**config.mk**
```make
export PLATFORM = sky130hd
export DESIGN_NAME = booth_mul
export DESIGN_NICKNAME = d
export VERILOG_FILES = /design/src/rtl/booth_pkg.sv /design/src/rtl/booth_ctrl.sv /design/src/rtl/booth_addsub.sv /design/src/rtl/booth_dp.sv /design/src/rtl/booth_mul.sv
export SDC_FILE = /design/constraint.sdc
export NUM_CORES = 1
export LEC_CHECK = 0
export CORE_MARGIN = 2
export CORE_UTILIZATION = 45
export DETAILED_ROUTE_END_ITERATION = 10
export PLACE_DENSITY = 0.77
export SLEW_MARGIN = 10
export SYNTH_ARGS = -nofsm -noshare
export SYNTH_HDL_FRONTEND = slang
export SYNTH_SLANG_ARGS = --single-unit
export TNS_END_PERCENT = 50
```
**constraint.sdc**
```tcl
create_clock -name clk -period 2.8 [get_ports clk]
set_input_delay 0.28 -clock clk [delete_from_list [all_inputs] [get_ports clk]]
set_output_delay 0.28 -clock clk [all_outputs]
set_load 0.05 [all_outputs]
```
**src/rtl/booth_pkg.sv**
```systemverilog
package booth_pkg;
  // Strobes from the sequencer to the datapath
  typedef struct packed {
    logic load;  // capture operands, clear high half and last bit
    logic step;  // one recode + shift iteration
  } boothStrobe_t;
endpackage

```
**src/rtl/booth_ctrl.sv**
```systemverilog
module booth_ctrl
  import booth_pkg::*;
#(
  parameter int N = 32
) (
  input  logic         clk,
  input  logic         rstN,
  input  logic         start,
  output boothStrobe_t strobe,
  output logic         busy,
  output logic         done
);
  localparam int CW = (N > 1) ? $clog2(N) : 1;

  typedef enum logic {ST_IDLE, ST_RUN} ctrlState_t;

  ctrlState_t      state;
  logic [CW-1:0]   iterCnt;
  logic            lastIter;
  logic            doneQ;

  always_comb begin
    strobe.load = (state == ST_IDLE) && start;
    strobe.step = (state == ST_RUN);
    lastIter    = strobe.step && (iterCnt == CW'(N - 1));
  end

  always_ff @(posedge clk) begin
    if (!rstN) begin
      state   <= ST_IDLE;
      iterCnt <= '0;
      doneQ   <= 1'b0;
    end else begin
      doneQ <= lastIter;
      if (strobe.load) begin
        state   <= ST_RUN;
        iterCnt <= '0;
      end else if (strobe.step) begin
        if (lastIter) state <= ST_IDLE;
        else          iterCnt <= iterCnt + 1'b1;
      end
    end
  end

  assign busy = (state == ST_RUN);
  assign done = doneQ;

  // done is a single-cycle pulse
  a_r3_done_one_cycle: assert property (@(posedge clk) disable iff (!rstN)
    done |=> !done);
  // done and busy are exclusive
  a_r9_done_not_busy: assert property (@(posedge clk) disable iff (!rstN)
    !(done && busy));
  // accepted start begins a run at iteration zero
  a_r2_busy_after_start: assert property (@(posedge clk) disable iff (!rstN)
    (start && !busy) |=> (busy && iterCnt == '0));
  // start while running does not reset the iteration count
  a_r5_start_ignored: assert property (@(posedge clk) disable iff (!rstN)
    (busy && start && !lastIter) |=> (busy && iterCnt == $past(iterCnt) + 1'b1));
endmodule

```
**src/rtl/booth_addsub.sv**
```systemverilog
module booth_addsub #(
  parameter int W = 33
) (
  input  logic [W-1:0] opA,
  input  logic [W-1:0] opB,
  input  logic         doAdd,
  input  logic         doSub,
  output logic [W-1:0] sum
);
  logic [W-1:0] addend;
  logic         carryIn;

  always_comb begin
    addend  = '0;
    carryIn = 1'b0;
    if (doAdd) begin
      addend = opB;
    end else if (doSub) begin
      addend  = ~opB;
      carryIn = 1'b1;
    end
    sum = opA + addend + {{(W-1){1'b0}}, carryIn};
  end
endmodule

```
**src/rtl/booth_dp.sv**
```systemverilog
module booth_dp
  import booth_pkg::*;
#(
  parameter int N = 32
) (
  input  logic           clk,
  input  logic           rstN,
  input  boothStrobe_t   strobe,
  input  logic [N-1:0]   multiplicand,
  input  logic [N-1:0]   multiplier,
  output logic [2*N-1:0] product
);
  localparam int PW = 2 * N;
  localparam int AW = N + 1;

  logic [PW-1:0] prodReg;
  logic [N-1:0]  mcandReg;
  logic          lastBit;
  logic [1:0]    recodePair;
  logic [AW-1:0] highExt;
  logic [AW-1:0] mcandExt;
  logic [AW-1:0] stepSum;

  always_comb begin
    recodePair = {prodReg[0], lastBit};
    highExt    = {prodReg[PW-1], prodReg[PW-1:N]};
    mcandExt   = {mcandReg[N-1], mcandReg};
  end

  booth_addsub #(.W(AW)) uAddSub (
    .opA   (highExt),
    .opB   (mcandExt),
    .doAdd (recodePair == 2'b01),
    .doSub (recodePair == 2'b10),
    .sum   (stepSum)
  );

  always_ff @(posedge clk) begin
    if (!rstN) begin
      prodReg  <= '0;
      mcandReg <= '0;
      lastBit  <= 1'b0;
    end else if (strobe.load) begin
      prodReg  <= {{N{1'b0}}, multiplier};
      mcandReg <= multiplicand;
      lastBit  <= 1'b0;
    end else if (strobe.step) begin
      prodReg  <= {stepSum, prodReg[N-1:1]};
      lastBit  <= prodReg[0];
    end
  end

  assign product = prodReg;

  // captured multiplicand is held during iterations
  a_r6_mcand_held: assert property (@(posedge clk) disable iff (!rstN)
    (strobe.step && !strobe.load) |=> $stable(mcandReg));
  // last shifted-out bit tracks the bit leaving the register
  a_r8_last_bit: assert property (@(posedge clk) disable iff (!rstN)
    strobe.step |=> (lastBit == $past(prodReg[0])));
endmodule

```
**src/rtl/booth_mul.sv**
```systemverilog
module booth_mul
  import booth_pkg::*;
#(
  parameter int N = 32
) (
  input  logic           clk,
  input  logic           rstN,
  input  logic           start,
  input  logic [N-1:0]   multiplicand,
  input  logic [N-1:0]   multiplier,
  output logic           busy,
  output logic           done,
  output logic [2*N-1:0] product
);
  boothStrobe_t strobe;

  booth_ctrl #(.N(N)) uCtrl (
    .clk    (clk),
    .rstN   (rstN),
    .start  (start),
    .strobe (strobe),
    .busy   (busy),
    .done   (done)
  );

  booth_dp #(.N(N)) uDp (
    .clk          (clk),
    .rstN         (rstN),
    .strobe       (strobe),
    .multiplicand (multiplicand),
    .multiplier   (multiplier),
    .product      (product)
  );

  // idle without start keeps the product
  a_r7_product_stable: assert property (@(posedge clk) disable iff (!rstN)
    (!busy && !start) |=> $stable(product));
endmodule

```
==> results.yml, run 1 <==
timing:
  worst_hold_slack_ns: 0.359
  fin_crit_sh: 0.984
  worstMarginPinSlew_ns: 0.685
  slew_violations: 0
  setup_viol_count_final: 0
  setup_ws_ns: 0.0443
  rsz0062_at_grt: "yes"
  period_needed_ns: 2.76
  slew_headroom: 0.543
  fin_setup_tns_ns: 0
  fmax_ghz: 0.363
  skew_ns: 0.0120
  hold_viol: 0
die:
  die_width_um: 123
  pin_count: 133
  dieHeight_um: 123
  core_region_area_um2: 13800
  initial_utilization: 0.458
  rows: 43
  dieArea_um2: 15000
pwr:
  vdd_drop_max_mv: 0.360
  p_total_mw: 3.79
  p_leak_nw: 3.50
  power_density_nw_per_um2: 437
drt:
  vias_per_cell: 5.34
  drc: 0
  vias: 6188
  drtIter0Drc: 361
  wl_per_cell_um: 15.2
  postRouteAntennaNets: 0
  wl_mm: 17.6
  dr.pass1.iters: 7
global_route:
  grt_usage: 0.233
  antenna_found_initial: 0
  grt_max_degree: 52
  grt_pass1_wl_mm: 28.0
  first_global_vias: 5851
  overflow: 0
finish:
  final_net_count: 1076
  mostFrequentLayoutCells: "nand2_1 (177), clkdlybuf4s50_1 (130), dfxtp_1 (101), o21ai_0 (80), buf_4 (64)"
  layout_commonest_cell: "nand2_1"
  n_antenna_cell: 0
  drive_gt1_frac: 0.135
  area_growth_pct: 37.0
  final_util: 0.627
  fin_cells: 1159
  final_area_um2: 8670
critical_path:
  crit_path_start: "uDp.lastBit"
  cp-start-kind: "flop"
  slowest_stage: "o41ai_4"
  reg2reg_depth: 11
  max_stage_delay_ns: 0.44
  r2r-start: "uDp.lastBit"
  worstPathRequired_ns: 3.03
  path_class: "reg2reg"
  cp_max_fo: 19
  cp.arrival_ns: 2.98
  end_kind: "flop"
  cp_cell_sequence: "nand2b_4 -> buf_12 -> o21ai_0 -> ha_1 -> nand2_2 -> o311ai_4 -> a211oi_2 -> o41ai_4 -> a41oi_2 -> xor2_1 -> o21ai_1"
synthesis:
  synth-edff-count: 0
  syn-cell-area_um2: 6330
  synth_nets: 919
  synthFlopType: "dfxtp_1"
  async_flop_share: 0
  ys_ff_latch: 104
  post_synth.cell_area_avg_um2: 7.75
  synth_warnings: 0
  ys_types: 52
  synthCells: 817
  seq_area_frac_synth: 0.329
hold_path:
  min_from: "rstN"
  hp-class: "in2reg"
  holdPathStages: 2
job:
  drv_cap: 0
place:
  dp_hpwl_mm: 12.9
  port_buffers: 132
  dpl.cell_count: 1137
  gp_congestion: 0.947
  place_area_um2: 8210
  pre_cts_ws_ns: -0.0583
clock_tree:
  clk_pin_slew_ns: 0.08
  cts-root-buf: "clkbuf_16"
  max-clock-path-buffers: 2
  clock_latency_ns: 0.36
  cts.sink_count: 104
  htreeDepth: 3
  cts_tree: "built"
  ctsHoldBuffers: 0
  numCtsBuffers: 9
status:
  status: "completed"
==> synth_stat cells, types with 3 or more instances <==
cell,count,area (um2)
nand2_1,178,668
dfxtp_1,104,2080
o21ai_0,91,455
nor2_1,51,191
mux2i_1,50,500
clkbuf_1,48,180
a21oi_1,40,200
and2_1,33,206
ha_1,33,413
a21boi_0,32,240
xnor2_1,16,140
nand4_1,13,81.3
inv_1,11,41.3
xor2_1,11,96.3
a21o_1,9,67.6
nand2b_1,9,56.3
nor2b_1,8,50.1
a211oi_1,5,37.5
nand3_1,5,25.0
o211ai_1,5,37.5
o21a_1,5,37.5
and3_1,4,25.0
nor3_1,4,20.0
nor3b_1,4,30.0
o21ai_1,4,20.0
buf_1,3,11.3
buf_2,3,15.0
o21bai_1,3,22.5
o31a_1,3,26.3
o31ai_1,3,22.5
==> metal layers <==
metal / track usage / wire (um)
met5: 0 / 0
met4: 0.0690 / 413
met3: 0.0460 / 833
met2: 0.381 / 8150
met1: 0.311 / 8200
==> area by class of cell <==
class                      count  area, um2
inverter                      11       41.3
clock buffer                  10        229
sequential                   104       2090
fill                        1200       5150
timing repair buffer         200       1870
tap                          180        225
clock inverter                 6       53.8
multi-input combinational    648       4170
==> registers in the layout, indices dropped and copies added (netlist names) <==
| name | cells |
|---|---|
| uCtrl.busy | 1 |
| uCtrl.done | 1 |
| uCtrl.iterCnt | 5 |
| uDp.lastBit | 1 |
| uDp.mcandReg | 32 |
| uDp.product | 64 |
==> report_power, final <==
part | total, mW | switching (mW) | internal [mW]
Combinational | 0.917 | 0.516 | 0.401
Sequential | 1.64 | 0.0799 | 1.56
Clock | 1.23 | 0.616 | 0.619
Total | 3.79 | 1.21 | 2.58
==> critical path: cells and delay by family (launching register included) <==
kind | cells | cell delay [ns]
adder cells (fa/ha/maj) | 1 | 0.37
AO/OA/AOI/OAI | 6 | 1.32
buffers and inverters | 1 | 0.15
XOR/XNOR | 1 | 0.16
flip-flops | 1 | 0.35
AND/OR/NAND/NOR | 2 | 0.26
==> cell families after synthesis <==
family | count (synthesis) | synth area share
compound gates | 221 | 0.222
xor+xnor | 27 | 0.0374
fa+ha+maj | 35 | 0.0716
buf+inv | 65 | 0.0391
flops | 104 | 0.329
mux | 51 | 0.0814
simple gates | 314 | 0.219
==> path summary, 6_finish.rpt <==
path,end,slack [ns]
setup reg to reg,uDp.product[60],0.04
hold reg to reg,uDp.mcandReg[12],0.48
setup / recovery,uDp.product[60],0.04
hold / removal,uDp.mcandReg[18],0.36
==> timing repair <==
| action | CTS | global route |
|---|---|---|
| cloned | 0 | 0 |
| pin swaps | 4 | 18 |
| setup buffers | 3 | 3 |
| endpoints found under the setup margin | 9 | 21 |
| gates resized for setup | 2 | 39 |
No activity file was read; power rests on OpenSTA's default activity.
==> run 2: changes to the inputs <==
--- a/config.mk
+++ b/config.mk
@@ -5,10 +5,11 @@
 export SDC_FILE = /design/constraint.sdc
 export NUM_CORES = 1
 export LEC_CHECK = 0
+export ABC_AREA = 1
 export CORE_MARGIN = 2
 export CORE_UTILIZATION = 45
 export DETAILED_ROUTE_END_ITERATION = 10
-export PLACE_DENSITY = 0.77
+export PLACE_DENSITY = 0.75
 export SLEW_MARGIN = 10
 export SYNTH_ARGS = -nofsm -noshare
 export SYNTH_HDL_FRONTEND = slang
==> results.yml, run 2 <==
global_route:
  antenna_found_initial: 0
  first_global_vias: 6736
  grt_max_degree: 65
  overflow: 0
  grt_usage: 0.244
  grtUsageMet1: 0.315
  grt_pass1_wl_mm: 32.6
  use_met3: 0.0736
  grt-busiest-layer: "met2"
  met2_usage: 0.400
synthesis:
  synthXorXnorAreaFrac: 0.0189
  yosysTopAreaCell: "dfxtp_1"
  synth_top_area_share: 0.299
  seq_area_frac_synth: 0.299
  synth-edff-count: 0
  synthFlopType: "dfxtp_1"
  synth-simple-area-share: 0.344
  synth_nets: 1291
  ys_types: 30
  async_flop_share: 0
  post_synth.cell_area_avg_um2: 5.85
  syn-cell-area_um2: 6960
  synthCells: 1189
  yosysMostFrequentCell: "nand2_1"
  synthTopCellsByCount: "nand2_1 (327), inv_1 (230), nor2_1 (209)"
  synth_warnings: 0
  synth_top_family_by_area: "simple AND/OR/NAND/NOR gates"
  ys_top_cells_by_area: "dfxtp_1 (30%), nand2_1 (18%), inv_1 (12%), nor2_1 (11%), ha_1 (5.9%)"
  ys_ff_latch: 104
  yosys.area_share.adder: 0.0651
  muxShareOfSynthArea: 0
  synth-compound-area-share: 0.121
critical_path:
  cp_cell_sequence: "inv_1 -> nand2_1 -> buf_4 -> a21oi_1 -> ha_1 -> nand2_1 -> inv_1 -> nand2_1 -> nand2_1 -> inv_1 -> nand3_1 -> nand2_1 -> nand3_1 -> nand2_1 -> nand3_1 -> nand2_1 -> inv_1"
  cp.arrival_ns: 2.75
  cp-start-kind: "flop"
  max_stage_delay_ns: 0.33
  end_kind: "flop"
  crit_top_cell: "nand2_1"
  worstPathRequired_ns: 3.07
  path_class: "reg2reg"
  cp_max_fo: 19
  slowest_stage: "dfxtp_2"
drt:
  drc: 0
  vias: 7079
  vias_per_cell: 4.73
  drtIter0Drc: 329
  wl_per_cell_um: 12.9
  wl_mm: 19.3
  dr.pass1.iters: 6
  postRouteAntennaNets: 0
place:
  port_buffers: 132
  gp_congestion: 0.932
  pre_cts_ws_ns: 0.295
  dp_hpwl_mm: 14.5
  place_area_um2: 8460
  dpl.cell_count: 1481
timing:
  rsz0062_at_grt: "no"
  worst_hold_slack_ns: 0.185
  slew_violations: 0
  fmax_ghz: 0.402
  hold_viol: 0
  slew_headroom: 0.552
  skew_ns: 0.0160
  fin_crit_sh: 0.888
  worstMarginPinSlew_ns: 0.671
  setup_ws_ns: 0.315
  setup_viol_count_final: 0
  fin_setup_tns_ns: 0
  period_needed_ns: 2.49
hold_path:
  hp-class: "in2reg"
pwr:
  clockPowerShare: 0.318
  p_total_mw: 4.27
  combinationalPowerShare: 0.292
  power_density_nw_per_um2: 486
  swShare: 0.355
  p_seq_frac: 0.390
  p_leak_nw: 4.68
  p_int_mw: 2.75
  p_switching_mw: 1.51
  vdd_drop_max_mv: 0.340
finish:
  drive_gt1_frac: 0.0351
  final_net_count: 1406
  final_area_um2: 8780
  area_growth_pct: 26.3
  fin_cells: 1497
  nFillCells: 1509
  n_antenna_cell: 0
  largest_register_ffs: 64
  layout_commonest_cell: "nand2_1"
  final_util: 0.580
  mostFrequentLayoutCells: "nand2_1 (326), inv_1 (230), nor2_1 (207), clkdlybuf4s50_1 (131), dfxtp_1 (102)"
clock_tree:
  clock_latency_ns: 0.37
  cts-root-buf: "clkbuf_16"
  htreeDepth: 3
  cts_tree: "built"
  numCtsBuffers: 9
  clk_pin_slew_ns: 0.08
  cts.sink_count: 104
  max-clock-path-buffers: 2
die:
  pin_count: 133
  rows: 45
  dieArea_um2: 16500
  dieHeight_um: 128
  core_region_area_um2: 15100
  initial_utilization: 0.459
  die_width_um: 128
status:
  status: "completed"
job:
  drv_cap: 0
==> run 2: critical path: cells and delay by family, from the launching register on <==
kind / cells / cell delay, ns
compound gates: 1 / 0.17
fa+ha+maj: 1 / 0.30
buf+inv: 5 / 0.50
flops: 1 / 0.33
simple gates: 10 / 1.08
==> run 2: final timing paths <==
kind / startpoint / end / slack [ns] / cells past startpoint
max reg2reg: uDp.product[0] / uDp.product[56] / 0.31 / 17
min reg2reg: uCtrl.iterCnt[4] / uCtrl.iterCnt[4] / 0.48 / 2
max: uDp.product[0] / uDp.product[56] / 0.31 / 17
min: rstN / uCtrl.done / 0.18 / 3
==> run 2: metal layers <==
metal	wire length, um	up-vias
met5	0	-
li1	-	3847
met3	1350	16
met1	9030	3039
met4	273	0
met2	8610	177
==> run 2: cells by family after synthesis <==
family | Yosys count
simple gates | 608
compound gates | 153
buf+inv | 274
flops | 104
fa+ha+maj | 35
xor+xnor | 15
==> run 2: power by group through the flow <==
stage,combinational [mW],clock [mW],sequential (mW)
6_report,1.25,1.36,1.66
3_5_place_dp,1.24,0,1.70
4_1_cts,1.25,1.38,1.66
5_1_grt,1.39,1.44,1.68
2_1_floorplan,0.645,0,1.88
3_3_place_gp,1.24,0,1.70
==> run 2: cell type report <==
class	count	area, um2	share of cell area
tap	188	235	0.0268
clock inverter	7	85.1	0.00969
sequential	104	2080	0.237
clock buffer	9	225	0.0256
multi-input combinational	811	3840	0.437
inverter	233	875	0.0996
timing repair buffer	145	1440	0.164
==> run 2: what timing repair did <==
action,in CTS,in global routing
hold buffers,0,0
buffers inserted,0,0
setup endpoints to repair,0,4
resized for setup,0,4
